### config.mk
export PLATFORM = sky130hd
export DESIGN_NAME = stchg_ep_responder
export DESIGN_NICKNAME = d
export VERILOG_FILES = /design/src/rtl/stchg_pkg.sv /design/src/rtl/stchg_bitmap.sv /design/src/rtl/stchg_resp.sv /design/src/rtl/stchg_ep_responder.sv
export SDC_FILE = /design/constraint.sdc
export NUM_CORES = 1
export LEC_CHECK = 0
export BUFFER_PORTS_ARGS = -buffer_cell sky130_fd_sc_hd__buf_2
export CORE_MARGIN = 1
export CORE_UTILIZATION = 44
export DETAILED_ROUTE_END_ITERATION = 10
export PLACE_DENSITY = 0.77
export SYNTH_ARGS = -nofsm -noshare
export SYNTH_HDL_FRONTEND = slang
export SYNTH_SLANG_ARGS = --single-unit
### constraint.sdc
create_clock -name clk -period 1.3 [get_ports clk]
set_input_delay 0.065 -clock clk [delete_from_list [all_inputs] [get_ports clk]]
set_output_delay 0.065 -clock clk [all_outputs]
set_load 0.05 [all_outputs]
### src/rtl/stchg_pkg.sv
// Shared types for the status-change endpoint responder.
package stchg_pkg;
    // Responder phase: idle, or waiting for the host ACK after data.
    typedef enum logic {
        ST_IDLE = 1'b0,
        ST_WAIT = 1'b1
    } resp_state_t;
endpackage

### src/rtl/stchg_bitmap.sv
// Change map: one sticky bit per source (bit 0 hub, bits 1.. ports).
// Assumes set and clear inputs are single-cycle pulses from the clock
// domain of clk. A set in the same cycle as a clear wins.
module stchg_bitmap #(
    parameter int MAP_W = 5
) (
    input  logic             clk,
    input  logic             rst_n,
    input  logic [MAP_W-1:0] set_i,
    input  logic [MAP_W-1:0] clr_i,
    output logic [MAP_W-1:0] bits_o
);
    logic [MAP_W-1:0] bits_q;

    for (genvar k = 0; k < MAP_W; k++) begin : g_bit
        // Sticky bit: set wins over clear, otherwise hold until cleared.
        always_ff @(posedge clk) begin
            if (!rst_n)
                bits_q[k] <= 1'b0;
            else if (set_i[k])
                bits_q[k] <= 1'b1;
            else if (clr_i[k])
                bits_q[k] <= 1'b0;
        end
    end

    assign bits_o = bits_q;

    AST_SET_WINS: assert property (@(posedge clk) disable iff (!rst_n)
        $past(rst_n) |-> (($past(set_i) & ~bits_q) == '0));

    AST_DROP_NEEDS_CLEAR: assert property (@(posedge clk) disable iff (!rst_n)
        $past(rst_n) |-> (($past(bits_q) & ~bits_q & ~$past(clr_i)) == '0));
endmodule

### src/rtl/stchg_resp.sv
// Reply engine: turns an accepted IN token into either a NAK or a data
// packet. It tracks the DATA0/DATA1 toggle and the ACK wait window.
// Assumes tok_i and ack_i are single-cycle pulses and that the
// transmitter takes the reply in the cycle it is presented.
module stchg_resp
    import stchg_pkg::*;
#(
    parameter int MAP_W       = 5,
    parameter int ACK_TIMEOUT = 16
) (
    input  logic             clk,
    input  logic             rst_n,
    input  logic             cfg_i,
    input  logic             tok_i,
    input  logic             ack_i,
    input  logic [MAP_W-1:0] bits_i,
    output logic             nak_o,
    output logic             data_o,
    output logic             pid_o,
    output logic [7:0]       byte_o
);
    localparam int CNT_W = (ACK_TIMEOUT > 2) ? $clog2(ACK_TIMEOUT) : 1;
    localparam logic [CNT_W-1:0] CNT_LAST = CNT_W'(ACK_TIMEOUT - 1);

    resp_state_t      state_q;
    logic [CNT_W-1:0] cnt_q;
    logic             pid_q;
    logic             retry_q;
    logic [MAP_W-1:0] held_q;
    logic             nak_q;
    logic             data_q;
    logic             pid_out_q;

    // Reply sequencing: token handling, ACK window, toggle and resend flag.
    always_ff @(posedge clk) begin
        if (!rst_n) begin
            state_q   <= ST_IDLE;
            cnt_q     <= '0;
            pid_q     <= 1'b0;
            retry_q   <= 1'b0;
            held_q    <= '0;
            nak_q     <= 1'b0;
            data_q    <= 1'b0;
            pid_out_q <= 1'b0;
        end else begin
            nak_q  <= 1'b0;
            data_q <= 1'b0;
            if (!cfg_i) begin
                state_q <= ST_IDLE;
                pid_q   <= 1'b0;
                retry_q <= 1'b0;
                nak_q   <= tok_i;
            end else if (state_q == ST_IDLE) begin
                if (tok_i) begin
                    if (retry_q || (bits_i != '0)) begin
                        if (!retry_q)
                            held_q <= bits_i;
                        data_q    <= 1'b1;
                        pid_out_q <= pid_q;
                        state_q   <= ST_WAIT;
                        cnt_q     <= '0;
                    end else begin
                        nak_q <= 1'b1;
                    end
                end
            end else begin
                if (ack_i) begin
                    pid_q   <= ~pid_q;
                    retry_q <= 1'b0;
                    state_q <= ST_IDLE;
                end else if (cnt_q == CNT_LAST) begin
                    retry_q <= 1'b1;
                    state_q <= ST_IDLE;
                end else begin
                    cnt_q <= cnt_q + 1'b1;
                end
            end
        end
    end

    // Zero-extend the held map into the transmitted byte.
    always_comb begin
        byte_o = '0;
        byte_o[MAP_W-1:0] = held_q;
    end

    assign nak_o  = nak_q;
    assign data_o = data_q;
    assign pid_o  = pid_out_q;

    AST_SINGLE_REPLY: assert property (@(posedge clk) disable iff (!rst_n)
        !(nak_o && data_o));

    AST_REPLY_NEEDS_TOKEN: assert property (@(posedge clk) disable iff (!rst_n)
        (nak_o || data_o) |-> $past(tok_i));

    AST_DATA_NEEDS_CFG: assert property (@(posedge clk) disable iff (!rst_n)
        data_o |-> $past(cfg_i));

    AST_DATA_NONZERO: assert property (@(posedge clk) disable iff (!rst_n)
        data_o |-> (byte_o != 8'h00));

    AST_TOGGLE_CAUSE: assert property (@(posedge clk) disable iff (!rst_n)
        ($past(rst_n) && (pid_q != $past(pid_q))) |-> ($past(ack_i) || !$past(cfg_i)));
endmodule

### src/rtl/stchg_ep_responder.sv
// Top of the hub status-change endpoint responder. It gathers the hub
// and per-port change sources into one map and answers polls from it.
// Assumes NUM_PORTS is at most 7, so the map fits in one byte.
module stchg_ep_responder #(
    parameter int NUM_PORTS   = 4,
    parameter int ACK_TIMEOUT = 16
) (
    input  logic                 clk,
    input  logic                 rst_n,
    input  logic                 configured_i,
    input  logic                 set_hub_i,
    input  logic [NUM_PORTS-1:0] set_port_i,
    input  logic                 clr_hub_i,
    input  logic [NUM_PORTS-1:0] clr_port_i,
    input  logic                 tok_in_i,
    input  logic                 ack_i,
    output logic                 tx_nak_o,
    output logic                 tx_data_o,
    output logic                 tx_pid_o,
    output logic [7:0]           tx_byte_o
);
    localparam int MAP_W = NUM_PORTS + 1;

    logic [MAP_W-1:0] map_w;

    stchg_bitmap #(.MAP_W(MAP_W)) u_map (
        .clk    (clk),
        .rst_n  (rst_n),
        .set_i  ({set_port_i, set_hub_i}),
        .clr_i  ({clr_port_i, clr_hub_i}),
        .bits_o (map_w)
    );

    stchg_resp #(.MAP_W(MAP_W), .ACK_TIMEOUT(ACK_TIMEOUT)) u_resp (
        .clk    (clk),
        .rst_n  (rst_n),
        .cfg_i  (configured_i),
        .tok_i  (tok_in_i),
        .ack_i  (ack_i),
        .bits_i (map_w),
        .nak_o  (tx_nak_o),
        .data_o (tx_data_o),
        .pid_o  (tx_pid_o),
        .byte_o (tx_byte_o)
    );
endmodule

==> results.cfg, run 1 <==
[timing]
hold-worst-slack_ns = 0.0462
final.setup.worst_slack_ns = -0.0164
fin_crit_sh_pct = 101
fmax_mhz = 760
post-route-min-period_ns = 1.32
maxSlewViolCount = 0
tns_ns = -0.0164
rsz0062_at_grt = true
hold_viol = 0
setup_viol = 1
skew_ns = 0.00254

[final_layout]
final_cell_area_um2 = 1230
layout.nets = 153
multiInputGateArea_um2 = 483
fin_cells = 161
layout-drive-gt1-share_pct = 39.0
regArea_um2 = 409
fillCellCount = 139
syn_to_final_growth_pct = 40.1
final_util_pct = 68.5
diodes = 0

[critical_path]
end_kind = flip-flop
crit_chain = dlygate4sd3_1 > buf_2 > nand3b_1 > a211oi_4 > buf_6 > mux2i_1
cp_max_fo = 5
cp-start-kind = input port
crit_arrival_ns = 1.56
cp_num_buf_inv = 3
crit_type = input port to flip-flop
cpLargestDelayFamily = buffers and inverters
worstPathRequired_ns = 1.54
max_stage_delay_ns = 0.52
crit_slowest_cell = dlygate4sd3_1

[placed_design]
dpl.cell_count = 147
pre_cts_ws_ns = -0.0596
place_hpwl_um = 1290
placed_area_um2 = 1030
gp_congestion = 0.784
port_buffers = 22

[route]
initialDrtViolationCount = 30
via_per_inst = 5.18
drc = 0
wire_per_inst_um = 14.1
vias = 834
postRouteAntennaNets = 0
routed_wl_um = 2280
drtPass1Iterations = 6

[global_route]
grt_overflow = 0
grt_max_degree = 24
grt_pass1_wl_um = 3280
grt_antenna_before_repair = 0
grt_pass1_vias = 726
grt_util_all_layers_pct = 22.0

[synthesis]
synth_common_cells = 20 x dfxtp_1, 17 x nand2_1, 8 x a21oi_1, 8 x nor2_1, 7 x inv_1
netlist_area_um2 = 881
synth-seq-cells = 20
synth.most_common_cell = dfxtp_1
synth_top_area_share_pct = 45.5
syn_area_per_cell_um2 = 8.90
synth.distinct_cells = 30
synth.area.top_cells = dfxtp_1 45%, nand2_1 7.2%, mux2i_1 6.8%, a21oi_1 4.5%, nor2_1 3.4%
syn_inst = 99
synth-edff-count = 0
async_flop_share_pct = 0
synth-main-ff-cell = dfxtp_1
seq_area_frac_synth_pct = 45.5
synth_largest_area_cell = dfxtp_1
ys_warn_count = 0

[floorplanning]
rows = 15
die_width_um = 46.7
ios = 26
start_util_pct = 48.9
die_h_um = 46.7
die_area_um2 = 2180
core_region_area_um2 = 1800

[clock_tree]
cts_buffers = 3
htree_levels = 1
clockBufferDepth = 2
cts_tree = built
clk_latency_ns = 0.31
cts_root_buf = clkbuf_4
clk_pin_slew_ns = 0.11
cts_sinks = 20

[run_status]
violations = negative setup slack
status = finished with violations

[power]
p_per_area_nw_per_um2 = 1010
p_total_mw = 1.24
ir_worst_vdd_v = 0.000828
leakage_nw = 0.542

[flow_run]
cap_viol_max_count = 0

[worst_hold_path]
hold_class = input port to flip-flop
==> cells by family after synthesis <==
logic type / share of synthesized area, %
AND/OR/NAND/NOR: 25.0
adder cells (fa/ha/maj): 1.42
flip-flops: 45.5
multiplexers: 6.82
buffers and inverters: 6.82
AO/OA/AOI/OAI: 13.1
XOR/XNOR: 0.994
other: 0.426
==> routing by layer <==
layer / global-route usage [%] / wire (um)
met5: 0 / 0
met2: 33.6 / 1130
met1: 28.2 / 953
met4: 10.3 / 35
met3: 7.31 / 158
==> sequential cells by signal, indices dropped and copies added, names as in the netlist <==
register,flops
u_resp.cnt_q,4
u_map.bits_o,5
u_resp.held_q,5
u_resp.data_o,1
u_resp.retry_q,1
u_resp.state_q,1
u_resp.pid_q,1
u_resp.nak_o,1
u_resp.pid_o,1
==> worst min-delay path: cells and delay by family <==
family	cells	cell delay, ns
AOI/OAI and AO/OA	1	0.05
and+or+nand+nor	1	0.07
buffers and inverters	2	0.14
==> worst paths after layout <==
kind,end,cells past startpoint,start,slack [ns]
setup / recovery,u_resp.held_q[1],6,configured_i,-0.02
hold / removal,u_map.bits_o[3],4,clr_port_i[2],0.05
setup reg to reg,u_resp.held_q[1],4,u_resp.state_q,0.01
hold reg to reg,u_resp.held_q[0],2,u_resp.held_q[0],0.46
==> what timing repair did <==
action                                  4_1_cts  5_1_grt
resized for setup                             8       11
endpoints found under the setup margin       10       10
buffers inserted                              2        1
endpoints found under the hold margin         6        0
hold buffers                                  7        0
pin swaps                                     3        2
==> layout make-up <==
class	instances	area share, %
Multi-Input combinational cell	68	39.1
Sequential cell	20	33.2
Timing Repair Buffer	37	20.1
Clock buffer	4	2.94
Tap cell	25	2.54
Inverter	7	2.13
==> cells in the final DEF, fill, tap and decap left out, drive strengths merged <==
cell / Yosys / routed
nand3b: 3 / 3
conb: 1 / 3
and3b: 1 / 1
or4: 1 / 1
o311ai: 1 / 1
clkbuf: 3 / 4
mux2i: 6 / 6
a211oi: 1 / 1
nand4: 1 / 1
dlygate4sd3: 0 / 7
and4b: 1 / 1
o32ai: 1 / 1
nand2: 17 / 17
dfxtp: 20 / 20
o21ai: 1 / 1
a41oi: 1 / 1
and3: 2 / 2
nor2: 8 / 8
nand3: 4 / 4
buf: 3 / 30
inv: 7 / 7
ha: 1 / 1
nor3b: 1 / 1
a21oi: 8 / 8
nor4: 1 / 1
o21a: 1 / 1
xor2: 1 / 1
and2: 1 / 1
o211ai: 1 / 1
o41ai: 1 / 1
==> where the power goes <==
group          internal (mW)  switching, mW  leakage (nW)  total [mW]
clock network          0.171          0.198        0.0210       0.370
logic                 0.0868          0.134         0.355       0.221
registers              0.634         0.0171         0.165       0.651
(Power assumes the default switching activity.)
==> run 2: changes to the inputs <==
Settings changed: BUFFER_PORTS_ARGS -buffer_cell sky130_fd_sc_hd__buf_2 to not set, CORE_UTILIZATION 44 to 50, DONT_BUFFER_PORTS set to 1, PLACE_DENSITY 0.77 to 0.73.
==> results.cfg, run 2 (synthesized netlist as in run 1, its figures left out) <==
[timing]
maxSlewViolCount = 0
post-route-min-period_ns = 1.30
final.setup.worst_slack_ns = 0.00495
setup_viol = 0
fmax_mhz = 772
worst_pin_slew_ns = 0.737
hold-worst-slack_ns = 0.00310
fin_crit_sh_pct = 99.6
skew_ns = 0.00865
hold_viol = 0
rsz0062_at_grt = true
max_slew_margin_pct = 50.9

[global_route]
grt_overflow = 0
grt_pass1_vias = 778
grt_antenna_before_repair = 0
grt_pass1_wl_um = 3520
grt_max_degree = 23
grt_util_all_layers_pct = 25.3

[clock_tree]
clockBufferDepth = 2
cts_root_buf = clkbuf_4
cts_tree = built
htree_levels = 1
clk_latency_ns = 0.31
clk_pin_slew_ns = 0.12
cts_buffers = 3
cts_sinks = 20

[placed_design]
place_hpwl_um = 1250
placed_area_um2 = 950
port_buffers = 0
gp_congestion = 0.773
pre_cts_ws_ns = -0.0693
dpl.cell_count = 121

[final_layout]
syn_to_final_growth_pct = 39.5
layout.nets = 144
layout_common_cells = 17 x nand2_1, 17 x dfxtp_1, 13 x dlygate4sd3_1, 13 x buf_4
fin_cells = 143
final_cell_area_um2 = 1230
layout-drive-gt1-share_pct = 26.0
diodes = 0
final_util_pct = 77.9

[route]
drc = 1
via_per_inst = 5.73
drtPass1Iterations = 10
wire_per_inst_um = 15.5
vias = 820
initialDrtViolationCount = 17
postRouteAntennaNets = 0
routed_wl_um = 2210

[floorplanning]
rows = 14
die_width_um = 44.0
die_area_um2 = 1930
core_region_area_um2 = 1580
start_util_pct = 55.9
die_h_um = 44.0
ios = 26

[run_status]
violations = design-rule violations
status = finished with violations

[flow_run]
cap_viol_max_count = 0

[worst_hold_path]
hold_class = input port to flip-flop

[power]
leakage_nw = 0.526
ir_worst_vdd_v = 0.000713
p_per_area_nw_per_um2 = 1120

[critical_path]
crit_type = flip-flop to flip-flop
cp-start-kind = flip-flop
crit_arrival_ns = 1.52
cp_max_fo = 7
end_kind = flip-flop
worstPathRequired_ns = 1.52
## run 2: metrics by stage
stage          TNS [ns]  power, mW
2_1_floorplan         0      0.786
3_3_place_gp    -0.0576      0.792
3_5_place_dp     -0.412      0.796
4_1_cts        -0.00423       1.36
5_1_grt         -0.0876       1.43
6_report              0       1.38
## run 2: layout make-up
class / instances / area [um^2]
Clock inverter: 1 / 30.0
Sequential cell: 20 / 404
Inverter: 7 / 26.3
Timing Repair Buffer: 28 / 251
Tap cell: 16 / 20.0
Multi-Input combinational cell: 68 / 474
Clock buffer: 3 / 22.5
Fill cell: 102 / 348
## run 2: final timing paths
kind,from,endpoint,slack [ns],cells after the start
worst max-delay path,u_map.bits_o[1],u_resp.cnt_q[2],0.005,4
worst min-delay path,rst_n,u_map.bits_o[1],0.003,2
worst max register to register,u_map.bits_o[1],u_resp.cnt_q[2],0.005,4
worst min register to register,u_resp.pid_o,u_resp.pid_o,0.47,2
## run 2: power by group
group	total (mW)	internal, mW	leakage, nW	switching [mW]
Combinational	0.199	0.0857	0.334	0.113
Sequential	0.664	0.636	0.164	0.0282
Clock	0.520	0.312	0.0279	0.208
## run 2: critical path: stages (launching register included)
cell and delay, ns:
dfxtp_2 0.36, nor4_4 0.29, buf_4 0.17, a21oi_4 0.09
o41ai_2 0.29
## run 2: repair_timing
item,4_1_cts,5_1_grt
setup buffers,3,1
resized for setup,3,11
pin swaps,2,4
setup endpoints to repair,12,12
endpoints found under the hold margin,20,0
hold buffers,14,0
## run 2: layer usage
metal  global-route usage (%)  vias up  wire, um
li1                         -      393         -
met1                     31.3      396       950
met2                     43.3       26      1130
met3                     4.17        5        84
met4                     10.9        0        51
met5                        0        -         0
==> run 3: changes to the inputs <==
Settings changed: CORE_MARGIN 1 to 5, CTS_BUF_LIST set to sky130_fd_sc_hd__clkbuf_8 sky130_fd_sc_hd__clkbuf_16, RECOVER_POWER set to 50.
==> results.cfg, run 3 (synthesized netlist as in run 1, its figures left out) <==
[final_layout]
syn_to_final_growth_pct = 35.5
fillCellCount = 129
layout_common_cells = 17 x nand2_1, 17 x dfxtp_1, 11 x buf_4, 10 x dlygate4sd3_1
layout-drive-gt1-share_pct = 25.2
layout.nets = 140
multiInputGateArea_um2 = 457
diodes = 0
final_util_pct = 69.9
regArea_um2 = 407

[route]
wire_per_inst_um = 14.6
drtPass1Iterations = 4
vias = 787
initialDrtViolationCount = 9
routed_wl_um = 2160
drc = 0
postRouteAntennaNets = 0
via_per_inst = 5.32

[critical_path]
cp-start-kind = flip-flop
crit_arrival_ns = 1.45
end_kind = flip-flop
crit_chain = nor4_4 > buf_4 > a211oi_4 > buf_6 > mux2i_1
crit_type = flip-flop to flip-flop
cp_num_buf_inv = 2
cpLargestDelayFamily = flip-flops
crit_slowest_cell = dfxtp_4
cp_max_fo = 3
worstPathRequired_ns = 1.44
max_stage_delay_ns = 0.36

[worst_hold_path]
hold_class = input port to flip-flop

[global_route]
grt_pass1_vias = 769
grt_antenna_before_repair = 0
grt_max_degree = 23
grt_overflow = 0
grt_pass1_wl_um = 3370
grt_util_all_layers_pct = 17.2

[floorplanning]
start_util_pct = 51.6
die_width_um = 52.0
die_h_um = 52.0
ios = 26
core_region_area_um2 = 1710
rows = 15
die_area_um2 = 2700

[clock_tree]
cts_buffers = 3
cts_tree = built
htree_levels = 1
clk_pin_slew_ns = 0.07
cts_sinks = 20
clockBufferDepth = 2
clk_latency_ns = 0.26
cts_root_buf = clkbuf_8

[timing]
hold-worst-slack_ns = 0.0321
tns_ns = -0.00499
final.setup.worst_slack_ns = -0.00499
maxSlewViolCount = 0
worst_pin_slew_ns = 0.743
fmax_mhz = 766
hold_viol = 0
skew_ns = 0.00250
setup_viol = 1
post-route-min-period_ns = 1.30
max_slew_margin_pct = 50.5
rsz0062_at_grt = true
fin_crit_sh_pct = 100

[run_status]
violations = negative setup slack
status = finished with violations

[placed_design]
pre_cts_ws_ns = -0.0684
place_hpwl_um = 1290
gp_congestion = 0.680
port_buffers = 0

[power]
p_per_area_nw_per_um2 = 1100
p_total_mw = 1.31
ir_worst_vdd_v = 0.000808
leakage_nw = 0.500

[flow_run]
cap_viol_max_count = 0
[run 3: metrics by stage]
step	std cells	cell area (um^2)
floorplan	101	888
global placement	129	953
detailed placement	129	953
CTS	144	1130
global route	148	1190
finish	148	1190
[run 3: what timing repair did]
item                                    4_1_cts  5_1_grt
endpoints found under the setup margin       10       14
hold buffers                                 11        0
buffers inserted                              0        4
endpoints found under the hold margin        20        0
pin swaps                                     1        3
gates resized for setup                       3       10
[run 3: path summary, 6_finish.rpt]
check	end	startpoint	cells after the start	slack [ns]
max	u_resp.held_q[1]	u_resp.retry_q	5	-0.005
min	u_resp.retry_q	ack_i	2	0.03
max reg2reg	u_resp.held_q[1]	u_resp.retry_q	5	-0.005
min reg2reg	u_resp.held_q[2]	u_resp.held_q[2]	2	0.46
[run 3: area by class of cell]
cell class	count	area share [%]
repair buffers	24	18.2
clock buffers	4	4.61
multi-input cells	68	38.3
flip-flops and latches	20	34.1
inverters	7	2.20
well taps	25	2.62
[run 3: layer usage]
| metal | global-route usage [%] | vias to the layer above | part of all wire (%) |
|---|---|---|---|
| li1 | - | 385 | - |
| met1 | 20.7 | 370 | 42 |
| met2 | 26.8 | 25 | 48 |
| met3 | 4.01 | 7 | 6.4 |
| met4 | 12.2 | 0 | 3.4 |
| met5 | 0 | - | 0 |
[run 3: report_power, final]
part,internal [mW],switching [mW]
Combinational,0.0785,0.106
Clock,0.270,0.200
Sequential,0.633,0.0274
Total,0.981,0.333
[run 3: worst reg2reg max path, stage by stage (launching register included)]
cell and delay (ns):
dfxtp_4 0.36, nor4_4 0.34, buf_4 0.18, a211oi_4 0.06
buf_6 0.14, mux2i_1 0.11
